## src/rtl/cc_resolver_pkg.sv

```systemverilog
package cc_resolver_pkg;
  localparam int KIND_W = 4;
  localparam int FLAG_W = 4;
  localparam int BYTE_W = 8;
  localparam int HALF_W = 16;

  typedef enum logic [KIND_W-1:0] {
    K_PASS  = 4'd0,
    K_LOGIC = 4'd1,
    K_ADD   = 4'd2,
    K_SUB   = 4'd3,
    K_CMPB  = 4'd4,
    K_CMPW  = 4'd5,
    K_ADDX  = 4'd6,
    K_SUBX  = 4'd7,
    K_SHIFT = 4'd8
  } kind_e;

  localparam logic [KIND_W-1:0] LAST_KIND = 4'd8;

  typedef struct packed {
    logic doLoad;
    logic doResolve;
    logic doReject;
  } ctrl_t;
endpackage

```

## src/rtl/cc_resolver_ctrl.sv

```systemverilog
module cc_resolver_ctrl
  import cc_resolver_pkg::*;
(
  input  logic              loadStb,
  input  logic              flushStb,
  input  logic [KIND_W-1:0] kindQ,
  output ctrl_t             ctrl
);
  logic kindKnown;

  always_comb begin
    kindKnown      = (kindQ <= LAST_KIND);
    ctrl.doLoad    = loadStb;
    // load has priority over a flush in the same cycle
    ctrl.doResolve = flushStb && !loadStb && kindKnown;
    ctrl.doReject  = flushStb && !loadStb && !kindKnown;
  end
endmodule

```

## src/rtl/cc_resolver_dp.sv

```systemverilog
module cc_resolver_dp
  import cc_resolver_pkg::*;
#(
  parameter int DATA_W = 32
)(
  input  logic              clk,
  input  logic              rstN,
  input  ctrl_t             ctrl,
  input  logic [KIND_W-1:0] kindIn,
  input  logic [DATA_W-1:0] srcIn,
  input  logic [DATA_W-1:0] destIn,
  output logic [KIND_W-1:0] kindQ,
  output logic [DATA_W-1:0] destQ,
  output logic [FLAG_W-1:0] flagsQ,
  output logic              badQ
);
  localparam logic [DATA_W-1:0] ALL_ONES = {DATA_W{1'b1}};

  logic [DATA_W-1:0] srcQ;
  logic [FLAG_W-1:0] evalFlags;

  function automatic logic [DATA_W-1:0] widthMask(input int w);
    return ALL_ONES >> (DATA_W - w);
  endfunction

  // returns {N, Z}
  function automatic logic [1:0] nzAt(input logic [DATA_W-1:0] v, input int w);
    logic zero;
    zero = ((v & widthMask(w)) == '0);
    return {!zero && v[w-1], zero};
  endfunction

  // subtract family: minuend rebuilt as dest + src (+1 with extend)
  function automatic logic [FLAG_W-1:0] subAt(input logic [DATA_W-1:0] s,
                                               input logic [DATA_W-1:0] d,
                                               input int w, input logic xin);
    logic [DATA_W-1:0] minuend, m, ovf;
    logic cy;
    m       = widthMask(w);
    minuend = d + s + DATA_W'(xin);
    cy      = xin ? ((minuend & m) <= (s & m)) : ((minuend & m) < (s & m));
    ovf     = (minuend ^ d) & (minuend ^ s);
    return {nzAt(d, w), ovf[w-1], cy};
  endfunction

  // add family: first addend rebuilt as dest - src (-1 with extend)
  function automatic logic [FLAG_W-1:0] addAt(input logic [DATA_W-1:0] s,
                                               input logic [DATA_W-1:0] d,
                                               input logic xin);
    logic [DATA_W-1:0] addend, ovf;
    logic cy;
    addend = d - s - DATA_W'(xin);
    cy     = xin ? (d <= s) : (d < s);
    ovf    = (s ^ d) & ~(addend ^ s);
    return {nzAt(d, DATA_W), ovf[DATA_W-1], cy};
  endfunction

  always_comb begin
    case (kindQ)
      K_PASS:  evalFlags = destQ[FLAG_W-1:0];
      K_LOGIC: evalFlags = {nzAt(destQ, DATA_W), 2'b00};
      K_ADD:   evalFlags = addAt(srcQ, destQ, 1'b0);
      K_ADDX:  evalFlags = addAt(srcQ, destQ, 1'b1);
      K_SUB:   evalFlags = subAt(srcQ, destQ, DATA_W, 1'b0);
      K_SUBX:  evalFlags = subAt(srcQ, destQ, DATA_W, 1'b1);
      K_CMPB:  evalFlags = subAt(srcQ, destQ, BYTE_W, 1'b0);
      K_CMPW:  evalFlags = subAt(srcQ, destQ, HALF_W, 1'b0);
      K_SHIFT: evalFlags = {nzAt(destQ, DATA_W), 1'b0, (srcQ != '0)};
      default: evalFlags = flagsQ;
    endcase
  end

  always_ff @(posedge clk or negedge rstN) begin
    if (!rstN) begin
      kindQ  <= K_PASS;
      srcQ   <= '0;
      destQ  <= '0;
      flagsQ <= '0;
      badQ   <= 1'b0;
    end else if (ctrl.doLoad) begin
      kindQ <= kindIn;
      srcQ  <= srcIn;
      destQ <= destIn;
      badQ  <= 1'b0;
    end else if (ctrl.doResolve) begin
      kindQ  <= K_PASS;
      destQ  <= DATA_W'(evalFlags);
      flagsQ <= evalFlags;
      badQ   <= 1'b0;
    end else if (ctrl.doReject) begin
      badQ <= 1'b1;
    end
  end

  p_load_store_r2: assert property (@(posedge clk) disable iff (!rstN)
    ctrl.doLoad |=> kindQ == $past(kindIn) && destQ == $past(destIn) && $stable(flagsQ) && !badQ);

  p_resolve_record_r3: assert property (@(posedge clk) disable iff (!rstN)
    ctrl.doResolve |=> kindQ == K_PASS && destQ == DATA_W'(flagsQ));

  p_flags_idle_r3: assert property (@(posedge clk) disable iff (!rstN)
    !ctrl.doResolve |=> $stable(flagsQ));

  p_shift_carry_r8: assert property (@(posedge clk) disable iff (!rstN)
    (ctrl.doResolve && kindQ == K_SHIFT) |=> flagsQ[0] == ($past(srcQ) != '0) && !flagsQ[1]);

  p_pass_copy_r9: assert property (@(posedge clk) disable iff (!rstN)
    (ctrl.doResolve && kindQ == K_PASS) |=> flagsQ == $past(destQ[FLAG_W-1:0]));

  p_reject_hold_r10: assert property (@(posedge clk) disable iff (!rstN)
    ctrl.doReject |=> badQ && $stable(kindQ) && $stable(destQ) && $stable(flagsQ));
endmodule

```

## src/rtl/cc_resolver.sv

```systemverilog
module cc_resolver
  import cc_resolver_pkg::*;
#(
  parameter int DATA_W = 32
)(
  input  logic              clk,
  input  logic              rstN,
  input  logic              loadStb,
  input  logic [KIND_W-1:0] kindIn,
  input  logic [DATA_W-1:0] srcIn,
  input  logic [DATA_W-1:0] destIn,
  input  logic              flushStb,
  output logic [FLAG_W-1:0] flagsOut,
  output logic [KIND_W-1:0] kindOut,
  output logic [DATA_W-1:0] destOut,
  output logic              badKind
);
  ctrl_t ctrl;

  cc_resolver_ctrl u_ctrl (
    .loadStb  (loadStb),
    .flushStb (flushStb),
    .kindQ    (kindOut),
    .ctrl     (ctrl)
  );

  cc_resolver_dp #(.DATA_W(DATA_W)) u_dp (
    .clk    (clk),
    .rstN   (rstN),
    .ctrl   (ctrl),
    .kindIn (kindIn),
    .srcIn  (srcIn),
    .destIn (destIn),
    .kindQ  (kindOut),
    .destQ  (destOut),
    .flagsQ (flagsOut),
    .badQ   (badKind)
  );
endmodule

```

## config.mk

```make
export PLATFORM = sky130hd
export DESIGN_NAME = cc_resolver
export DESIGN_NICKNAME = d
export VERILOG_FILES = /design/src/rtl/cc_resolver_pkg.sv /design/src/rtl/cc_resolver_ctrl.sv /design/src/rtl/cc_resolver_dp.sv /design/src/rtl/cc_resolver.sv
export SDC_FILE = /design/constraint.sdc
export NUM_CORES = 1
export LEC_CHECK = 0
export ABC_AREA = 1
export BUFFER_PORTS_ARGS = -buffer_cell sky130_fd_sc_hd__buf_4
export CAP_MARGIN = 25
export CORE_UTILIZATION = 60
export CTS_CLUSTER_DIAMETER = 150
export CTS_CLUSTER_SIZE = 24
export DETAILED_ROUTE_END_ITERATION = 16
export PLACE_DENSITY = 0.82
export SYNTH_ARGS = -nofsm -noshare
export SYNTH_HDL_FRONTEND = slang
export SYNTH_SLANG_ARGS = --single-unit
```

## constraint.sdc

```tcl
create_clock -name clk -period 11.05 [get_ports clk]
set_input_delay 0.5525 -clock clk [delete_from_list [all_inputs] [get_ports clk]]
set_output_delay 0.5525 -clock clk [all_outputs]
set_load 0.1 [all_outputs]
```

==> impl_metrics.py, run 1 <==
metrics = {
    "yosys": {
        "netlist_instances": 1709,
        "synthesis.nets": 1909,
        "synth_edf_count": 0,
        "seq_area_frac_synth_pct": 17.6,
        "ys_types": 50,
        "avgSynthCellArea_um2": 6.07,
        "async_reset_ff_share_pct": 100,
        "synth_flop_cell": "dfrtp_1",
        "yosys_warnings": 0,
        "synth_area_um2": 10400,
        "yosys_register_bits": 73,
    },
    "drt": {
        "drt_iter0_markers": 1278,
        "drtPass1Iterations": 6,
        "viasPerCell": 5.84,
        "vias": 11801,
        "wl_um": 37000,
        "routedWlPerCell_um": 18.3,
        "drc": 0,
        "postRouteAntennaNets": 0,
    },
    "pwr": {
        "switching_share_pct": 52.7,
        "p_leak_nw": 6.47,
        "combPwrFrac_pct": 61.2,
        "vdd_ir_drop_max_mv": 0.139,
        "intPower_w": 0.000836,
        "power_frac_clock_pct": 19.8,
        "powerDensity_nw_per_um2": 151,
        "switching_power_w": 0.000929,
        "power_frac_seq_pct": 19.0,
    },
    "sta": {
        "fmaxAchievable_ghz": 0.201,
        "hold_ws_ns": 0.00379,
        "worst_pin_slew_ns": 0.936,
        "worst_clock_skew_ns": 0.0141,
        "timing.final.crit_share_pct": 45.0,
        "rsz0062_at_grt": "false",
        "slew_headroom_pct": 37.6,
        "finalMaxSlewViolations": 0,
        "fin_crit_ns": 4.97,
        "tns_ns": 0,
        "setup_violations": 0,
        "hold_viol": 0,
    },
    "global_route": {
        "grt.busiest_layer": "met2",
        "grt_use_total_pct": 42.1,
        "grt_pass1_vias": 11056,
        "overflow": 0,
        "grt_use_met1_pct": 57.1,
        "use_met2_pct": 63.9,
        "grt_pass1_wl_um": 57300,
        "grt_max_degree": 103,
        "grt_use_met3_pct": 10.7,
        "antenna_found_initial": 1,
    },
    "critical_path": {
        "worst-path-max-fanout": 5,
        "critPathMaxStageDelay_ns": 0.51,
        "critical_path_class": "reg -> reg",
        "start_kind": "register",
        "crit_required_ns": 11.34,
        "crit_path_end_kind": "register",
        "arrival_ns": 5.26,
        "slowest_stage": "dfrtp_1",
    },
    "cells_and_area": {
        "drive_above_1_share_pct": 11.4,
        "synthToLayoutAreaGrowth_pct": 12.4,
        "fin_nets": 1993,
    },
    "floorplanning": {
        "fp.dieH_um": 134,
        "num_rows": 47,
        "die_w_um": 134,
        "dieArea_um2": 17800,
        "pin_count": 113,
        "design.core.area_um2": 16800,
        "initial_core_util_pct": 61.9,
    },
    "outcome": {
        "status": "finished, final reports clean",
    },
    "cts": {
        "clkSlewWorstSetupHoldPaths_ns": 0.07,
        "ctsResizeCount": 0,
        "cts_root_buf": "clkbuf_16",
        "clock_latency_ns": 0.35,
        "cts_tree": "done",
        "cts_sinks": 73,
        "clockBufferDepth": 2,
        "postCtsSetupRepairBufs": 0,
        "cts-htree-levels": 3,
        "cts_hold_buf": 0,
        "cts_buffers": 9,
    },
    "placement": {
        "place_congestion": 1.09,
        "io_buffers": 112,
        "hpwl_um": 30800,
    },
    "flow_run": {
        "max_cap_violations": 0,
    },
    "worst_hold_path": {
        "hold_class": "in -> async",
    },
}
==> metrics by stage <==
stage	power, W	instances	cell area [um^2]	setup WS [ns]	utilization (%)
2_1_floorplan	0.00110	1709	10400	6.44	-
3_3_place_gp	0.00136	2001	11300	6.31	67.4
3_5_place_dp	0.00137	2001	11300	6.24	67.4
4_1_cts	0.00173	2017	11600	6.20	69.4
5_1_grt	0.00187	2018	11700	5.76	69.6
6_report	0.00176	2020	11700	6.08	69.6
==> cell usage in the layout, fill, tap and decap left out, types with 8 or more instances in the layout <==
| master | instances |
|---|---|
| inv_2 | 12 |
| buf_4 | 113 |
| nor2_4 | 8 |
| nor3_1 | 23 |
| nor4_1 | 17 |
| nand2_2 | 19 |
| xor2_1 | 30 |
| ha_1 | 126 |
| o21bai_1 | 10 |
| dfrtp_1 | 73 |
| nand2_1 | 519 |
| o21ai_0 | 90 |
| inv_1 | 284 |
| nand4_1 | 45 |
| a21oi_1 | 88 |
| nor2_1 | 142 |
| nand3_1 | 106 |
| nor2_2 | 10 |
| clkbuf_16 | 9 |
==> final timing paths <==
kind / cells past startpoint / startpoint / slack [ns] / endpoint
worst max register to register: 31 / u_dp.destQ[1]$_DFFE_PN0N_ / 6.08 / u_dp.destQ[0]$_DFFE_PN0N_
worst min register to register: 2 / u_dp.flagsQ[2]$_DFFE_PN0P_ / 0.50 / u_dp.flagsQ[2]$_DFFE_PN0P_
max in group asynchronous: 2 / rstN / 10.46 / u_dp.srcQ[11]$_DFFE_PN0P_
worst min-delay path: 1 / rstN / 0.004 / u_dp.srcQ[31]$_DFFE_PN0P_
worst max-delay path: 31 / u_dp.destQ[1]$_DFFE_PN0N_ / 6.08 / u_dp.destQ[0]$_DFFE_PN0N_
min in group clk: 3 / srcIn[3] / 0.40 / u_dp.srcQ[3]$_DFFE_PN0P_
==> cells in the mapped netlist (all sizes together) (17+ instances only) <==
| cell | n | area (um^2) |
|---|---|---|
| nand2 | 544 | 2130 |
| inv | 297 | 1120 |
| nor2 | 161 | 706 |
| ha | 126 | 1580 |
| nand3 | 111 | 596 |
| o21ai | 98 | 502 |
| a21oi | 91 | 474 |
| dfrtp | 73 | 1830 |
| nand4 | 46 | 294 |
| xor2 | 31 | 290 |
| buf | 25 | 155 |
| nor3 | 25 | 135 |
| nor4 | 17 | 106 |
==> logic make-up (layout without fill, tap and decap cells) <==
family,after synthesis,in the layout,synth area share (%)
and+or+nand+nor,911,911,38.8
buffers and inverters,339,428,12.9
AOI/OAI and AO/OA,225,225,12.1
adders and majority gates,128,128,15.6
DFF,73,73,17.6
xor gates and xnor gates,33,33,2.96
other,0,2,0
==> layout make-up <==
| type | instances | area [um^2] |
|---|---|---|
| multi-input combinational | 1297 | 7210 |
| fill | 1563 | 5090 |
| sequential | 73 | 1830 |
| inverter | 298 | 1130 |
| timing repair buffer | 114 | 876 |
| tap | 220 | 275 |
| clock buffer | 10 | 229 |
| clock inverter | 6 | 115 |
| antenna | 2 | 5.00 |
==> registers in the layout (all words and copies together), names as in the netlist <==
signal / count
u_dp.destQ: 32
u_dp.badQ: 1
u_dp.flagsQ: 4
u_dp.srcQ: 32
u_dp.kindQ: 4
==> metal layers <==
layer | wire length [um] | vias to the layer above
met5 | 0 | -
met4 | 1300 | 0
met3 | 4470 | 90
met2 | 15600 | 720
met1 | 15600 | 5366
li1 | - | 5625
==> worst max-delay path: cells and delay by family (launching register included) <==
family / cells / cell delay (ns)
flip-flops: 1 / 0.51
adder cells (fa/ha/maj): 2 / 0.78
AO/OA/AOI/OAI: 5 / 0.88
XOR/XNOR: 1 / 0.17
buffers and inverters: 4 / 0.53
AND/OR/NAND/NOR: 19 / 2.02
==> power groups by stage <==
stage / combinational (W) / clock (W) / sequential, W
finish: 0.00108 / 0.000350 / 0.000335
global route: 0.00118 / 0.000357 / 0.000337
CTS: 0.00105 / 0.000348 / 0.000332
detailed placement: 0.00104 / 0 / 0.000336
global placement: 0.00102 / 0 / 0.000335
floorplan: 0.000652 / 0 / 0.000443
Power figures use the tool's default switching activity.
==> inputs of run 2 (changes only) <==
- CORE_UTILIZATION: 60 -> 56
- PLACE_DENSITY: 0.82 -> 0.81
- clock period: 11.05 -> 4.5 ns (I/O delays scaled with it)
==> run 2 against run 1 <==
Against the previous run:
- the run now ends with negative setup slack left
- global-route usage decreased by 1.2 points
- total power increased to 2.6 times the previous value
- flip-flop and latch count unchanged
- critical endpoint unchanged
==> impl_metrics.py, run 2 (synthesis gave the netlist of run 1 again) <==
metrics = {
    "critical_path": {
        "crit_start": "u_dp.srcQ[0]$_DFFE_PN0P_",
        "slowest_stage": "fa_2",
        "critical_path_class": "reg -> reg",
        "rr_endpoint": "u_dp.destQ[0]$_DFFE_PN0N_",
        "start_kind": "register",
        "rr_startpoint": "u_dp.srcQ[0]$_DFFE_PN0P_",
        "arrival_ns": 4.88,
        "crit_path_end_kind": "register",
        "crit_required_ns": 4.78,
        "r2r_slack_ns": -0.1,
        "worst-path-max-fanout": 5,
        "critPathMaxStageDelay_ns": 0.44,
        "r2r_cells": 29,
    },
    "cts": {
        "cts_sinks": 73,
        "cts-htree-levels": 3,
        "cts_root_buf": "clkbuf_16",
        "cts_buffers": 9,
        "clockBufferDepth": 2,
        "clkSlewWorstSetupHoldPaths_ns": 0.07,
        "cts_tree": "done",
        "clock_latency_ns": 0.36,
    },
    "flow_run": {
        "max_cap_violations": 0,
    },
    "global_route": {
        "antenna_found_initial": 1,
        "grt_max_degree": 103,
        "grt_use_total_pct": 41.0,
        "overflow": 0,
        "grt_pass1_wl_um": 60100,
        "grt_pass1_vias": 11225,
    },
    "worst_hold_path": {
        "min_delay_worst_endpoint": "u_dp.destQ[17]$_DFFE_PN0N_",
        "holdCritStartpoint": "destIn[17]",
        "whs_path_depth": 3,
        "hold_class": "in -> reg",
    },
    "drt": {
        "drt_iter0_markers": 1630,
        "viasPerCell": 5.76,
        "routedWlPerCell_um": 18.5,
        "vias": 12387,
        "postRouteAntennaNets": 0,
        "drtPass1Iterations": 6,
        "wl_um": 39900,
        "drc": 0,
    },
    "floorplanning": {
        "fp.dieH_um": 138,
        "dieArea_um2": 19100,
        "die_w_um": 138,
        "num_rows": 49,
        "initial_core_util_pct": 57.4,
        "pin_count": 113,
        "design.core.area_um2": 18100,
    },
    "sta": {
        "fmaxAchievable_ghz": 0.218,
        "finalMaxSlewViolations": 0,
        "hold_viol": 0,
        "worst_pin_slew_ns": 0.928,
        "slew_headroom_pct": 38.1,
        "fin_crit_ns": 4.60,
        "tns_ns": -0.134,
        "worst_slack_ns": -0.0959,
        "setup_violations": 2,
        "worst_clock_skew_ns": 0.00654,
        "timing.final.crit_share_pct": 102,
        "rsz0062_at_grt": "true",
    },
    "outcome": {
        "status": "finished with violations",
        "failed_checks": "negative setup slack",
    },
    "placement": {
        "hpwl_um": 33100,
        "io_buffers": 112,
        "postPlaceCellArea_um2": 12100,
        "place_congestion": 0.993,
    },
    "cells_and_area": {
        "postLayoutCellArea_um2": 12700,
        "drive_above_1_share_pct": 19.5,
        "fillers": 1647,
        "insertedDiodeCount": 0,
        "top_regs": "u_dp.destQ x32, u_dp.srcQ x32",
        "fin_nets": 2115,
        "synthToLayoutAreaGrowth_pct": 22.4,
        "final_cell_mix": "nand2_1, inv_1, buf_4, nor2_1, ha_1",
        "final_common_cell": "nand2_1",
    },
    "pwr": {
        "p_leak_nw": 7.03,
        "finalPower_w": 0.00452,
        "powerDensity_nw_per_um2": 356,
        "vdd_ir_drop_max_mv": 0.294,
    },
}
## run 2: changes by cell type in the layout (fill, tap and decap cells not counted), sizes merged
cell         delta
diode           -2
clkbuf          -1
clkinvlp        +1
inv             +2
clkinv          +1
buf           +121
dlygate4sd3     +1
bufinv          -3
## run 2: cell type report
| cell class | count | area, um^2 | share of cell area [%] |
|---|---|---|---|
| Clock buffer | 9 | 225 | 1.77 |
| Clock inverter | 7 | 61.3 | 0.482 |
| Timing Repair Buffer | 236 | 1770 | 14.0 |
| Tap cell | 229 | 287 | 2.25 |
| Multi-Input combinational cell | 1297 | 7400 | 58.3 |
| Sequential cell | 73 | 1830 | 14.4 |
| Inverter | 298 | 1130 | 8.86 |
## run 2: worst max-delay path: cells and delay by family (launching register included)
family,cells,cell delay (ns)
compound gates,4,0.59
xor+xnor,2,0.39
fa+ha+maj,3,0.95
buf+inv,4,0.42
flops,1,0.39
simple gates,16,1.76
## run 2: routing by layer
metal	vias up	track usage [%]	share of wire, %
li1	5861	-	-
met1	5683	61.1	44
met2	743	60.2	41
met3	100	5.54	11
met4	0	14.4	3.8
met5	-	0	0
## run 2: worst max-delay path by stage
stage / cells past startpoint / endpoint / slack, ns
after floorplan: 33 / u_dp.destQ[0]$_DFFE_PN0N_ / 0.18
after detailed placement: 32 / u_dp.destQ[0]$_DFFE_PN0N_ / -0.06
after global routing: 29 / u_dp.destQ[0]$_DFFE_PN0N_ / -0.28
after CTS: 32 / u_dp.destQ[0]$_DFFE_PN0N_ / 0.08
final: 29 / u_dp.destQ[0]$_DFFE_PN0N_ / -0.1
after global placement: 28 / u_dp.destQ[0]$_DFFE_PN0N_ / 0.02
## run 2: repair_timing
action / 4_1_cts / 5_1_grt
hold endpoints to repair: 41 / 0
setup buffers: 0 / 16
setup endpoints to repair: 2 / 2
pin swaps: 1 / 34
gates resized for setup: 3 / 56
hold buffers: 1 / 0
## run 2: metrics by stage
step           setup WS, ns  hold slack [ns]  std cells  util [%]
3_5_place_dp        -0.0577            0.269       2116      66.9
5_1_grt              -0.280           0.0900       2149      70.3
4_1_cts              0.0755           0.0718       2133      68.6
2_1_floorplan         0.180          -0.0706       1709         -
3_3_place_gp         0.0156            0.268       2116      66.9
6_report            -0.0959           0.0671       2149      70.3
## run 2: power breakdown
group,internal [W],switching [W],total [W],leakage [nW]
Sequential,0.000723,0.0000807,0.000804,0.892
Clock,0.000383,0.000328,0.000711,0.135
Combinational,0.00101,0.00199,0.00301,6.00
